<file path="src/rtl/cfgq_pkg.sv">
package cfgq_pkg;

  typedef enum logic [1:0] {
    ST_IDLE   = 2'd0,
    ST_FETCH  = 2'd1,
    ST_COMMIT = 2'd2,
    ST_RUN    = 2'd3
  } ldr_state_e;

endpackage

</file>
<file path="src/rtl/cfgq_ptr_slot.sv">
module cfgq_ptr_slot #(
  parameter int AW = 32
) (
  input  logic          clk,
  input  logic          rst_n,
  input  logic          wr_en,
  input  logic [AW-1:0] wr_addr,
  input  logic          take,
  output logic          pending,
  output logic [AW-1:0] ptr
);

  logic addr_lsb_unused;
  assign addr_lsb_unused = ^wr_addr[1:0];

  always_ff @(posedge clk) begin
    if (!rst_n) begin
      pending <= 1'b0;
      ptr     <= '0;
    end else begin
      if (wr_en) begin
        ptr     <= {wr_addr[AW-1:2], 2'b00};
        pending <= 1'b1;
      end else if (take) begin
        pending <= 1'b0;
      end
    end
  end

  // a write always leaves a job pending
  p_pending_set_r8: assert property (@(posedge clk) disable iff (!rst_n)
    wr_en |=> pending);

  // stored pointer is word aligned
  p_ptr_aligned_r10: assert property (@(posedge clk) disable iff (!rst_n)
    pending |-> ptr[1:0] == 2'b00);

endmodule

</file>
<file path="src/rtl/cfgq_word_fetch.sv">
module cfgq_word_fetch #(
  parameter int AW     = 32,
  parameter int DW     = 32,
  parameter int NWORDS = 40
) (
  input  logic                 clk,
  input  logic                 rst_n,
  input  logic                 go,
  input  logic [AW-1:0]        base,
  output logic                 req_valid,
  input  logic                 req_ready,
  output logic [AW-1:0]        req_addr,
  input  logic                 rsp_valid,
  output logic                 rsp_ready,
  input  logic [DW-1:0]        rsp_data,
  output logic                 last,
  output logic [NWORDS*DW-1:0] shadow_flat
);

  localparam int IW = (NWORDS > 1) ? $clog2(NWORDS) : 1;

  logic          active;
  logic          outstanding;
  logic [IW-1:0] idx;
  logic [AW-1:0] base_q;
  logic          req_fire;
  logic          rsp_fire;

  assign req_valid = active && !outstanding;
  assign req_addr  = base_q + AW'({idx, 2'b00});
  assign rsp_ready = outstanding;
  assign req_fire  = req_valid && req_ready;
  assign rsp_fire  = rsp_valid && outstanding;
  assign last      = rsp_fire && (idx == IW'(NWORDS - 1));

  always_ff @(posedge clk) begin
    if (!rst_n) begin
      active      <= 1'b0;
      outstanding <= 1'b0;
      idx         <= '0;
      base_q      <= '0;
    end else begin
      if (go) begin
        active      <= 1'b1;
        outstanding <= 1'b0;
        idx         <= '0;
        base_q      <= base;
      end else begin
        if (req_fire) outstanding <= 1'b1;
        if (rsp_fire) begin
          outstanding <= 1'b0;
          if (last) begin
            active <= 1'b0;
            idx    <= '0;
          end else begin
            idx <= idx + 1'b1;
          end
        end
      end
    end
  end

  always_ff @(posedge clk) begin
    if (!rst_n) begin
      shadow_flat <= '0;
    end else if (rsp_fire) begin
      shadow_flat[idx*DW +: DW] <= rsp_data;
    end
  end

  // a single read in flight
  p_one_outstanding_r3: assert property (@(posedge clk) disable iff (!rst_n)
    rsp_ready |-> !req_valid);

  // a stalled request keeps its valid and address
  p_req_hold_r4: assert property (@(posedge clk) disable iff (!rst_n)
    (req_valid && !req_ready) |=> (req_valid && $stable(req_addr)));

  // request addresses are word aligned
  p_req_aligned_r10: assert property (@(posedge clk) disable iff (!rst_n)
    req_valid |-> req_addr[1:0] == 2'b00);

  // a fresh fetch never starts with a response accepted
  p_rsp_only_outstanding_r11: assert property (@(posedge clk) disable iff (!rst_n)
    go |=> !rsp_ready);

endmodule

</file>
<file path="src/rtl/cfgq_live_bank.sv">
module cfgq_live_bank #(
  parameter int DW         = 32,
  parameter int NWORDS     = 40,
  parameter int IRQ_EN_BIT = 1
) (
  input  logic                 clk,
  input  logic                 rst_n,
  input  logic                 commit,
  input  logic [NWORDS*DW-1:0] shadow_flat,
  output logic [NWORDS*DW-1:0] cfg_flat,
  output logic                 irq_en
);

  logic [DW-1:0] live [NWORDS];

  for (genvar k = 0; k < NWORDS; k++) begin : g_word
    always_ff @(posedge clk) begin
      if (!rst_n)      live[k] <= '0;
      else if (commit) live[k] <= shadow_flat[k*DW +: DW];
    end
    assign cfg_flat[k*DW +: DW] = live[k];
  end

  assign irq_en = live[0][IRQ_EN_BIT];

  // live set changes only on the commit edge
  p_atomic_commit_r5: assert property (@(posedge clk) disable iff (!rst_n)
    !commit |=> $stable(cfg_flat));

endmodule

</file>
<file path="src/rtl/cfgq_loader.sv">
module cfgq_loader
  import cfgq_pkg::*;
#(
  parameter int AW         = 32,
  parameter int DW         = 32,
  parameter int NWORDS     = 40,
  parameter int IRQ_EN_BIT = 1
) (
  input  logic                 clk,
  input  logic                 rst_n,
  input  logic                 ptr_wr_en,
  input  logic [AW-1:0]        ptr_wr_addr,
  output logic                 pending,
  output logic                 rd_req_valid,
  input  logic                 rd_req_ready,
  output logic [AW-1:0]        rd_req_addr,
  input  logic                 rd_rsp_valid,
  output logic                 rd_rsp_ready,
  input  logic [DW-1:0]        rd_rsp_data,
  output logic                 eng_start,
  input  logic                 eng_done,
  output logic                 busy,
  output logic                 irq,
  output logic [NWORDS*DW-1:0] cfg_flat
);

  ldr_state_e            state, state_nxt;
  logic                  take;
  logic                  commit;
  logic                  fetch_last;
  logic [AW-1:0]         ptr;
  logic [NWORDS*DW-1:0]  shadow_flat;
  logic                  irq_en;
  logic                  start_q;
  logic                  irq_q;

  cfgq_ptr_slot #(.AW(AW)) u_slot (
    .clk     (clk),
    .rst_n   (rst_n),
    .wr_en   (ptr_wr_en),
    .wr_addr (ptr_wr_addr),
    .take    (take),
    .pending (pending),
    .ptr     (ptr)
  );

  cfgq_word_fetch #(.AW(AW), .DW(DW), .NWORDS(NWORDS)) u_fetch (
    .clk         (clk),
    .rst_n       (rst_n),
    .go          (take),
    .base        (ptr),
    .req_valid   (rd_req_valid),
    .req_ready   (rd_req_ready),
    .req_addr    (rd_req_addr),
    .rsp_valid   (rd_rsp_valid),
    .rsp_ready   (rd_rsp_ready),
    .rsp_data    (rd_rsp_data),
    .last        (fetch_last),
    .shadow_flat (shadow_flat)
  );

  cfgq_live_bank #(.DW(DW), .NWORDS(NWORDS), .IRQ_EN_BIT(IRQ_EN_BIT)) u_bank (
    .clk         (clk),
    .rst_n       (rst_n),
    .commit      (commit),
    .shadow_flat (shadow_flat),
    .cfg_flat    (cfg_flat),
    .irq_en      (irq_en)
  );

  always_comb begin
    state_nxt = state;
    take      = 1'b0;
    commit    = 1'b0;
    unique case (state)
      ST_IDLE: begin
        if (pending) begin
          take      = 1'b1;
          state_nxt = ST_FETCH;
        end
      end
      ST_FETCH: begin
        if (fetch_last) state_nxt = ST_COMMIT;
      end
      ST_COMMIT: begin
        commit    = 1'b1;
        state_nxt = ST_RUN;
      end
      ST_RUN: begin
        if (eng_done) begin
          if (pending) begin
            take      = 1'b1;
            state_nxt = ST_FETCH;
          end else begin
            state_nxt = ST_IDLE;
          end
        end
      end
      default: state_nxt = ST_IDLE;
    endcase
  end

  always_ff @(posedge clk) begin
    if (!rst_n) begin
      state   <= ST_IDLE;
      start_q <= 1'b0;
      irq_q   <= 1'b0;
    end else begin
      state   <= state_nxt;
      start_q <= commit;
      irq_q   <= (state == ST_RUN) && eng_done && irq_en;
    end
  end

  assign eng_start = start_q;
  assign irq       = irq_q;
  assign busy      = (state != ST_IDLE);

  // start is a single-cycle pulse
  p_start_pulse_r6: assert property (@(posedge clk) disable iff (!rst_n)
    eng_start |=> !eng_start);

  // start only right after a commit
  p_start_after_commit_r6: assert property (@(posedge clk) disable iff (!rst_n)
    eng_start |-> $past(state == ST_COMMIT));

  // no reads while a frame is running
  p_no_fetch_in_run_r7: assert property (@(posedge clk) disable iff (!rst_n)
    (state == ST_RUN) |-> !rd_req_valid);

  // interrupt only after a done pulse
  p_irq_after_done_r9: assert property (@(posedge clk) disable iff (!rst_n)
    irq |-> $past(eng_done));

endmodule

</file>
<file path="config.mk">
export PLATFORM = sky130hd
export DESIGN_NAME = cfgq_loader
export DESIGN_NICKNAME = d
export VERILOG_FILES = /design/src/rtl/cfgq_pkg.sv /design/src/rtl/cfgq_ptr_slot.sv /design/src/rtl/cfgq_word_fetch.sv /design/src/rtl/cfgq_live_bank.sv /design/src/rtl/cfgq_loader.sv
export SDC_FILE = /design/constraint.sdc
export NUM_CORES = 2
export LEC_CHECK = 0
export BUFFER_PORTS_ARGS = -buffer_cell sky130_fd_sc_hd__buf_4
export CAP_MARGIN = 25
export CORE_AREA = 2 2 546 548
export CTS_CLUSTER_DIAMETER = 40
export DETAILED_ROUTE_END_ITERATION = 10
export DIE_AREA = 0 0 548 550
export PLACE_DENSITY_LB_ADDON = 0.12
export SLEW_MARGIN = 25
export SYNTH_ARGS = -nofsm -noshare
export SYNTH_HDL_FRONTEND = slang
export SYNTH_SLANG_ARGS = --single-unit
</file>
<file path="constraint.sdc">
create_clock -name clk -period 58.3 [get_ports clk]
set_input_delay 11.66 -clock clk [delete_from_list [all_inputs] [get_ports clk]]
set_output_delay 11.66 -clock clk [all_outputs]
set_load 0.02 [all_outputs]
</file>
==> out/qor.txt <==
Vias in the first global route - 69,691
DR WL/cell - 31.5 um
Mux cell area share after synthesis - 6.54%
Final Hold Viols - 0
Starting Density - 33.1%
Fin crit share - 28.0%
# fillers - 27,852
Pwr Density - 44.3 nW/um2
Uppermost layer routed - met5
CTS buffer count - 430
Via density - 5.27
CP Data Required Time - 58.87 ns
DRT Pass-1 Iters - 5
RSZ-0062 raised after global routing - no
Seq/Total Area, Yosys - 66.9%
Synth Area in Adders - 0.199%
CP endpoint kind - flop
Largest family of logic cells by synthesized area - simple AND/OR/NAND/NOR gates
Synth Instances - 8,333
Skew final - 0.0862 ns
Mapped Avg Cell Area - 11.7 um2
Largest net degree at the start of global routing - 269
Clk_lat worst skew - 0.99 ns
Drc violations - 0
Port buffer count - 1,383
Synth cell types - 66
Core ar. - 296,000 um2
Post-synthesis register bit count - 2,633
Worst EP arrival - 16.88 ns
Yosys warns - 0
M1 wire length - 185 mm
DRT iter0 DRCs - 7,462
Startpoint Class - primary input
TritonCTS clock tree - yes
Worst Max-Slew Pin Slew - 1.18 ns
Vias - 73,026
IO Count - 1,388
Peak VDD IR - 28.8 uV
Post-synth top flop - dfxtp_1
Cts hold-fix bufs - 0
Area grow syn2layout - 30.2%
Max Cap Viol - 0
GRT Util Overall - 27.8%
GP Congestion - 0.842
Final setup fails - 0
Resized cells post-CTS - 0
Metal3 WL - 39.6 mm
Status - completed
Post CTS Setup Buffer Count - 0
GRT overflow - 0
Layout cell share with drive strength beyond 1 - 24.4%
Final wirelength - 436 mm
Clock sink total - 2,633
DRT antenna net count - 0
Die ar. - 301,000 um2
Dpl hpwl - 288 mm
Synth Area in XOR/XNOR - 0.277%
Die height - 550 um
Asr flop ratio synth - 0%
Pins Over Slew Limit - 0
EDFF count, synth - 1,280
Synth Area in Compound Gates - 4.76%
Hold Crit Class - flop to flop
Synthesized area - 97,900 um2
Met2 routed WL - 196 mm
Max-slew headroom - 21.5%
Initial antenna violation count - 65
Fin crit period - 16.31 ns
Leakage - 52.0 nW
H-Tree Depth - 5
Setup CP Type - primary input to flop
First-pass GRT wire length - 585 mm
Setup TNS - 0 ns
Multi-input logic area - 29,600 um2
Die width - 548 um
Final net count - 9,577
Post-Synth Simple-Gate Area - 18.0%
Fin Hold WS - 0.448 ns
Seq. cell area - 65,500 um2
Peak Freq - 0.0613 GHz
CTS Buffer Depth - 4
CTS clock-pin slew for the worst setup and hold paths - 0.05 ns
Num rows - 200
CTS Root Cell - clkbuf_16
Crit Path Max Fanout - 64
metrics by stage:
stage / util (%) / setup WS [ns] / instances / total power [mW] / instance area (um2)
2_1_floorplan: - / 15.04 / 8334 / 2.79 / 97900
3_3_place_gp: 37.8 / 41.06 / 12993 / 2.98 / 112000
3_5_place_dp: 37.8 / 40.97 / 12996 / 2.98 / 112000
4_1_cts: 43.1 / 41.97 / 13814 / 5.68 / 127000
5_1_grt: 43.1 / 41.75 / 13821 / 5.80 / 127000
6_report: 43.1 / 41.99 / 13845 / 5.64 / 127000
metal layers:
layer	vias up	track usage [%]
met5	-	0.375
li1	32451	-
met3	561	8.28
met1	36867	37.0
met4	10	9.28
met2	3137	43.2
final timing paths:
| path | startpoint | to | slack (ns) | cells after the start |
|---|---|---|---|---|
| worst min register to register | u_fetch.shadow_flat[294]$_SDFFE_PN0P_ | u_fetch.shadow_flat[294]$_SDFFE_PN0P_ | 0.45 | 2 |
| worst min-delay path | u_fetch.shadow_flat[294]$_SDFFE_PN0P_ | u_fetch.shadow_flat[294]$_SDFFE_PN0P_ | 0.45 | 2 |
| worst max register to register | state[0]$_SDFFE_PN0P_ | u_bank.live[27][13]$_SDFFCE_PN0P_ | 51.74 | 8 |
| worst max-delay path | rst_n | u_bank.live[27][13]$_SDFFCE_PN0P_ | 41.99 | 7 |
where the power goes:
group          leakage [nW]  switching (mW)  internal [mW]
registers              24.2          0.0856           2.12
logic                  20.3           0.553          0.189
clock network          7.46           0.990           1.71
final cells by class:
type / count / share of cell area [%]
Sequential cell: 2633 / 51.4
Multi-Input combinational cell: 4881 / 23.2
Timing Repair Buffer: 1532 / 9.20
Clock buffer: 520 / 9.06
Tap cell: 3939 / 3.87
Clock inverter: 298 / 3.12
Antenna cell: 28 / 0.0550
Inverter: 14 / 0.0432
kinds of logic (layout without fill, tap and decap cells):
group           after synthesis  in the layout
buf+inv                     820           2364
other cells                   1             30
fa+ha+maj                    15             15
flops                      2633           2633
simple gates               3403           3403
xor+xnor                     31             31
mux                         639            639
compound gates              791            791
Yosys cell counts (3+ instances only):
master,count,area share [%]
dfxtp_1,1353,28
mux2i_1,638,6.5
edfxtp_1,1280,39
ha_1,14,0.18
nor4_1,15,0.096
or3_1,25,0.16
buf_2,86,0.44
or4_1,14,0.11
nand2_1,1134,4.3
clkbuf_1,669,2.6
o31ai_1,118,0.91
nor3b_1,3,0.023
inv_1,13,0.050
o41ai_1,20,0.18
nand3_2,7,0.072
nor3_2,5,0.051
a21boi_0,30,0.23
nand4_1,75,0.48
a21oi_1,103,0.53
a211oi_1,4,0.031
nand2b_1,20,0.13
a31oi_1,3,0.019
and3_1,1306,8.3
nor2_1,59,0.23
and2_1,26,0.17
nand4b_1,3,0.027
nor3_1,10,0.051
nand3_1,636,3.3
a31o_2,16,0.14
o211ai_1,41,0.31
and4_1,4,0.036
buf_4,5,0.038
or3b_2,3,0.027
xor2_1,6,0.054
xnor2_1,25,0.22
nor2b_1,40,0.26
o21ai_0,436,2.2
buf_1,45,0.17
and2_0,6,0.038
or4b_2,4,0.041
o21ai_1,3,0.015
worst max-delay path: stages:
cell and delay [ns]:
buf_16 0.17, nand2b_4 0.64, buf_4 0.89, buf_4 0.81, buf_4 0.81, buf_4 0.75, buf_4 0.71
layout by cell type (no fill, tap or decap), drive strengths merged, types with 28 or more instances in the layout:
master    instances
buf            1532
and3           1306
mux2i           639
clkinvlp         48
o31ai           118
dfxtp          1353
o211ai           41
nor2b            40
nand2          1134
and2             32
edfxtp         1280
clkbuf          520
diode            28
bufinv           63
clkinv          150
inv              51
nor2             60
nand3           643
a21boi           31
nand4            75
o21ai           439
a21oi           103
registers in the layout (all words and copies together) (netlist names):
| register | cells |
|---|---|
| u_bank.live | 1280 |
| u_slot.ptr | 30 |
| u_fetch.shadow_flat | 1280 |
| u_fetch.base_q | 30 |
| u_slot.pending | 1 |
| u_fetch.idx | 6 |
| u_fetch.rsp_ready | 1 |
| state | 2 |
| irq | 1 |
| u_fetch.active | 1 |
| eng_start | 1 |
Power figures use the tool's default switching activity.
